## src/rtl/ecc64_pkg.sv

```systemverilog
package ecc64_pkg;

    localparam int HALF_W  = 32;
    localparam int DATA_W  = 2 * HALF_W;
    localparam int CHK_W   = 8;
    localparam int DIDX_W  = $clog2(DATA_W);
    localparam int CIDX_W  = $clog2(CHK_W);

    // selection masks per check bit, index = check bit number
    localparam logic [0:CHK_W-1][HALF_W-1:0] SEL_UPPER = {
        32'hF00FE11E, 32'h00FF00FF, 32'h0F0F0F0F, 32'h11113333,
        32'h22224444, 32'h44448888, 32'h8888FFFF, 32'hFFFF1111
    };
    localparam logic [0:CHK_W-1][HALF_W-1:0] SEL_LOWER = {
        32'hC33C0FF7, 32'h00FFF0FF, 32'h0F0FFF00, 32'h7777000F,
        32'h8888222F, 32'hFFFF4441, 32'h11118882, 32'h22221114
    };

    // syndrome produced by a single fault on data bit b
    function automatic logic [CHK_W-1:0] column_of(input int b);
        logic [CHK_W-1:0] c;
        for (int k = 0; k < CHK_W; k++) begin
            if (b >= HALF_W) c[k] = SEL_UPPER[k][b - HALF_W];
            else             c[k] = SEL_LOWER[k][b];
        end
        return c;
    endfunction

    typedef struct packed {
        logic              vld;
        logic [CHK_W-1:0]  gen;
        logic [CHK_W-1:0]  syn;
        logic              derr;
        logic [DIDX_W-1:0] didx;
        logic              cerr;
        logic [CIDX_W-1:0] cidx;
        logic              unc;
        logic [DATA_W-1:0] word;
    } ecc_result_t;

endpackage

```

## src/rtl/ecc64_checkgen.sv

```systemverilog
module ecc64_checkgen
    import ecc64_pkg::*;
(
    input  logic [HALF_W-1:0] upper,
    input  logic [HALF_W-1:0] lower,
    output logic [CHK_W-1:0]  check
);
    for (genvar k = 0; k < CHK_W; k++) begin : g_bit
        assign check[k] = (^(upper & SEL_UPPER[k])) ^ (^(lower & SEL_LOWER[k]));
    end
endmodule

```

## src/rtl/ecc64_locator.sv

```systemverilog
module ecc64_locator
    import ecc64_pkg::*;
(
    input  logic [CHK_W-1:0]  syn,
    output logic              dhit,
    output logic [DIDX_W-1:0] didx,
    output logic              chit,
    output logic [CIDX_W-1:0] cidx,
    output logic              unc
);
    logic [DATA_W-1:0] col_match;
    logic              nonzero;
    logic              single;

    for (genvar b = 0; b < DATA_W; b++) begin : g_col
        localparam logic [CHK_W-1:0] COL = column_of(b);
        assign col_match[b] = (syn == COL);
    end

    assign nonzero = |syn;
    assign single  = nonzero && ((syn & (syn - 1'b1)) == '0);

    always_comb begin
        didx = '0;
        // descending scan leaves the lowest matching bit
        for (int b = DATA_W - 1; b >= 0; b--) begin
            if (col_match[b]) didx = DIDX_W'(b);
        end
    end

    always_comb begin
        cidx = '0;
        for (int k = 0; k < CHK_W; k++) begin
            if (syn[k]) cidx = CIDX_W'(k);
        end
    end

    logic raw_dhit;
    assign raw_dhit = nonzero && (|col_match);
    assign dhit     = raw_dhit;
    assign chit     = !raw_dhit && single;
    assign unc      = nonzero && !raw_dhit && !single;
endmodule

```

## src/rtl/ecc64_corrector.sv

```systemverilog
module ecc64_corrector
    import ecc64_pkg::*;
(
    input  logic [DATA_W-1:0] word_in,
    input  logic              flip_en,
    input  logic [DIDX_W-1:0] flip_idx,
    output logic [DATA_W-1:0] word_out
);
    always_comb begin
        word_out = word_in;
        if (flip_en) word_out[flip_idx] = ~word_in[flip_idx];
    end
endmodule

```

## src/rtl/ecc64_secded_unit.sv

```systemverilog
module ecc64_secded_unit
    import ecc64_pkg::*;
(
    input  logic              clk,
    input  logic              rst_n,
    input  logic              valid_in,
    input  logic [HALF_W-1:0] data_hi,
    input  logic [HALF_W-1:0] data_lo,
    input  logic [CHK_W-1:0]  chk_stored,
    output logic              valid_out,
    output logic [CHK_W-1:0]  chk_gen,
    output logic [CHK_W-1:0]  syndrome,
    output logic              data_fault,
    output logic [DIDX_W-1:0] data_fault_idx,
    output logic              chk_fault,
    output logic [CIDX_W-1:0] chk_fault_idx,
    output logic              uncorrectable,
    output logic [DATA_W-1:0] data_fixed
);
    logic [CHK_W-1:0]  gen_w;
    logic [CHK_W-1:0]  syn_w;
    logic              dhit_w, chit_w, unc_w;
    logic [DIDX_W-1:0] didx_w;
    logic [CIDX_W-1:0] cidx_w;
    logic [DATA_W-1:0] fixed_w;
    ecc_result_t       res_d, res_q;

    ecc64_checkgen u_gen (
        .upper (data_hi),
        .lower (data_lo),
        .check (gen_w)
    );

    assign syn_w = gen_w ^ chk_stored;

    ecc64_locator u_loc (
        .syn  (syn_w),
        .dhit (dhit_w),
        .didx (didx_w),
        .chit (chit_w),
        .cidx (cidx_w),
        .unc  (unc_w)
    );

    ecc64_corrector u_fix (
        .word_in  ({data_hi, data_lo}),
        .flip_en  (dhit_w),
        .flip_idx (didx_w),
        .word_out (fixed_w)
    );

    always_comb begin
        res_d     = res_q;
        res_d.vld = valid_in;
        if (valid_in) begin
            res_d.gen  = gen_w;
            res_d.syn  = syn_w;
            res_d.derr = dhit_w;
            res_d.didx = dhit_w ? didx_w : '0;
            res_d.cerr = chit_w;
            res_d.cidx = chit_w ? cidx_w : '0;
            res_d.unc  = unc_w;
            res_d.word = fixed_w;
        end
    end

    always_ff @(posedge clk or negedge rst_n) begin
        if (!rst_n) res_q <= '0;
        else        res_q <= res_d;
    end

    assign valid_out      = res_q.vld;
    assign chk_gen        = res_q.gen;
    assign syndrome       = res_q.syn;
    assign data_fault     = res_q.derr;
    assign data_fault_idx = res_q.didx;
    assign chk_fault      = res_q.cerr;
    assign chk_fault_idx  = res_q.cidx;
    assign uncorrectable  = res_q.unc;
    assign data_fixed     = res_q.word;
endmodule

```

## config.mk

```make
export PLATFORM = sky130hd
export DESIGN_NAME = ecc64_secded_unit
export DESIGN_NICKNAME = d
export VERILOG_FILES = /design/src/rtl/ecc64_pkg.sv /design/src/rtl/ecc64_checkgen.sv /design/src/rtl/ecc64_locator.sv /design/src/rtl/ecc64_corrector.sv /design/src/rtl/ecc64_secded_unit.sv
export SDC_FILE = /design/constraint.sdc
export NUM_CORES = 1
export LEC_CHECK = 0
export BUFFER_PORTS_ARGS = -buffer_cell sky130_fd_sc_hd__buf_2
export CAP_MARGIN = 0
export CORE_AREA = 5 5 172 174
export DETAILED_ROUTE_END_ITERATION = 6
export DIE_AREA = 0 0 177 179
export GPL_TIMING_DRIVEN = 0
export PLACE_DENSITY_LB_ADDON = 0.12
export SYNTH_ARGS = -nofsm -noshare
export SYNTH_HDL_FRONTEND = slang
export SYNTH_SLANG_ARGS = --single-unit
```

## constraint.sdc

```tcl
create_clock -name clk -period 1.05 [get_ports clk]
set_input_delay 0.21 -clock clk [delete_from_list [all_inputs] [get_ports clk]]
set_output_delay 0.21 -clock clk [all_outputs]
set_load 0.05 [all_outputs]
```

==> results.toml <==
[status]
status = "complete, but fails checks"
violations = "hold timing, setup timing"

[timing]
rsz0062_at_grt = "true"
skew_ns = 0
maxSlewHeadroom = 0.300
tightest_slew_ns = 1.05
fmax_mhz = 214
whs_ns = -0.168
min_period_ns = 4.66
slew_violations = 0
period_share = 4.44
setup_ws_ns = -3.61
finalSetupViolations = 185
finalHoldViolations = 38

[critical_path]
r2r-end = "data_fixed[53]"
reg2reg_depth = 4
crit_arrival_ns = 4.91
cp_slowest_stage_delay_ns = 0.46
crit_chain = "clkbuf_4 > xor2_2 > xnor2_1 > xnor3_1 > xnor3_2 > buf_8 > buf_8 > nor2_4 > nand2_4 > o22ai_4 > and4b_1 > buf_6 > nand2_4 > buf_6 > o41ai_2 > o22a_1 > a2111oi_4 > nand3_2 > buf_6 > buf_12 > buf_12 > a41o_1"
cp_max_fo = 10
crit_type = "primary input to flop"
r2r_start = "data_fixed[53]"
end_kind = "flop"
worstPathRequired_ns = 1.30
path_buf_inv = 8
start_kind = "primary input"
slowest_stage = "xnor3_2"
cpMostUsedCell = "buf_6"
path_delay_family = "XOR/XNOR gates"
r2r_setup_slack_ns = 0.07

[die]
dieArea_sq_um = 31700
rows = 61
die_w_um = 177
io_pins = 168
die_y_um = 179
start_util = 0.298
design.core.area_sq_um = 27600

[route]
via_count = 9166
viasPerCell = 5.54
first_pass_iters = 5
wirelength_um = 43900
drt-wirelength-per-cell_um = 26.5
drtIter0Drc = 811
antenna_left = 0
route.detailed.drc = 0

[synthesis]
synth_edf_count = 0
synth_top_cell_by_area = "dfrtp_1"
synth_cell_types = 83
synthCells = 929
synth_warnings = 0
ys_ff_latch = 93
synth_seq_area_share = 0.283
synth_area_leaders = "dfrtp_1, xnor2_1, xnor3_1"
async_reset_ff_frac = 1.00
synth_ff_type = "dfrtp_1"
yosysTopAreaCellShare = 0.283
syn_avg_cell_area_sq_um = 8.86
syn_area_sq_um = 8230
synth_nets = 1004

[global_route]
antenna_found_initial = 2
overflow = 0
track_usage = 0.269
grt_max_degree = 56
grt_pass1_vias = 9022
grt_pass1_wl_um = 62300

[worst_hold_path]
hp-class = "primary input to asynchronous set/reset pin"

[clock_tree]
htreeDepth = 3
cts_sinks = 93
numCtsBuffers = 9
path_clk_slew_ns = 0.08
clk_latency_ns = 0.36
cts_tree = "built"
cts-root-buf = "clkbuf_16"
postCtsHoldBufs = 1
cts-root-to-sink-buffers = 2

[layout]
postLayoutCoreUtil = 0.511
fill_cells = 2619
drive_gt1_frac = 0.490
n_antenna_cell = 0
nets = 1347
multi_input_area_sq_um = 6970
fin_area_sq_um = 14100
seqCellArea_sq_um = 2330
synthToLayoutAreaGrowth_pct = 71.6

[flow_run]
maxCapViolations = 0

[placement]
portBuffers = 167
dpl_cell_area_sq_um = 10000
post-place-ws_ns = -4.91
place_congestion = 0.972
place_hpwl_um = 31700
[cell type report]
type / count / area share
Inverter: 65 / 0.0173
Buffer: 59 / 0.0400
Sequential cell: 93 / 0.165
Multi-Input combinational cell: 707 / 0.494
Clock buffer: 10 / 0.0169
Timing Repair Buffer: 337 / 0.228
Tap cell: 378 / 0.0335
Clock inverter: 6 / 0.00540
[repair_timing]
item                                    4_1_cts  5_1_grt
endpoints found under the setup margin      185      185
gates cloned                                  5        2
setup buffers                               103       63
endpoints found under the hold margin        39       38
gates resized for setup                     437      122
pin swaps                                    96       68
[per-stage QoR]
step | instances | TNS (ns) | hold slack, ns
finish | 1655 | -272.27 | -0.168
global route | 1655 | -285.97 | -0.118
CTS | 1596 | -272.93 | -0.140
detailed placement | 1475 | -368.57 | 0.252
global placement | 1474 | -502.20 | 0.338
floorplan | 929 | -235.75 | -0.0856
[sequential cells by signal (all words and copies together) (netlist names)]
name            count
uncorrectable       1
chk_fault_idx       3
data_fault          1
data_fixed         64
chk_gen             8
valid_out           1
data_fault_idx      6
chk_fault           1
syndrome            8
[worst max path at each step]
stage	depth (start not counted)	startpoint	endpoint	slack [ns]
after floorplan	16	data_lo[17]	data_fixed[47]	-3.14
after global placement	18	data_lo[24]	data_fixed[4]	-4.93
after detailed placement	18	data_lo[24]	data_fixed[4]	-4.91
after CTS	22	data_hi[31]	data_fixed[4]	-3.59
after global routing	22	data_lo[17]	data_fixed[4]	-3.76
final	22	data_hi[4]	data_fixed[4]	-3.61
[metal layers]
layer / vias up / GRT usage / part of all wire
met1: 4581 / 0.375 / 0.43
met2: 442 / 0.423 / 0.45
met3: 102 / 0.0375 / 0.073
met5: - / 0 / 0.00052
met4: 4 / 0.103 / 0.044
li1: 4037 / - / -
[cells in the final DEF, fill, tap and decap left out, drive strengths merged, types with 4 or more instances in the layout]
cell type	netlist	final
buf	35	365
nor2	107	107
xnor2	94	94
dfrtp	93	93
inv	65	69
nand2	63	63
o22ai	54	54
o21ai	43	43
clkbuf	30	39
nor3	36	36
a21oi	30	30
a31o	28	28
xnor3	27	27
xor2	24	24
nand3	22	22
nand4	19	19
o211ai	14	14
mux2i	14	14
mux2	14	14
or3	10	10
a41o	9	9
nor4	9	9
or2	8	8
o32ai	8	8
o221a	6	6
a2111oi	5	5
xor3	4	4
a31oi	4	4
and3	4	4
o311ai	4	4
[kinds of logic (layout without fill, tap and decap cells)]
group,Yosys count,in the layout,share of synthesized area
AOI/OAI and AO/OA,235,236,0.208
buffers and inverters,130,477,0.0737
and+or+nand+nor,294,294,0.172
xor gates and xnor gates,149,149,0.227
muxes,28,28,0.0366
DFF,93,93,0.283
[cell usage after synthesis (9+ instances only)]
master and number:
clkbuf_1 30, nand4_1 16, nand2_1 62, dfrtp_1 93, nor3_1 36, buf_2 20, a21oi_1 30, xor2_1 21
o22ai_1 54, o21ai_0 43, xnor2_1 85, a31o_1 28, a41o_1 9, o211ai_1 14, mux2_2 13, nand3_1 21
or3_1 10, inv_1 65, xnor3_1 23, nor2_1 106, mux2i_1 14
Power is left out: the tool's default activity adds up to more than one toggle a clock period on the data nets, which glitch-free logic cannot reach.
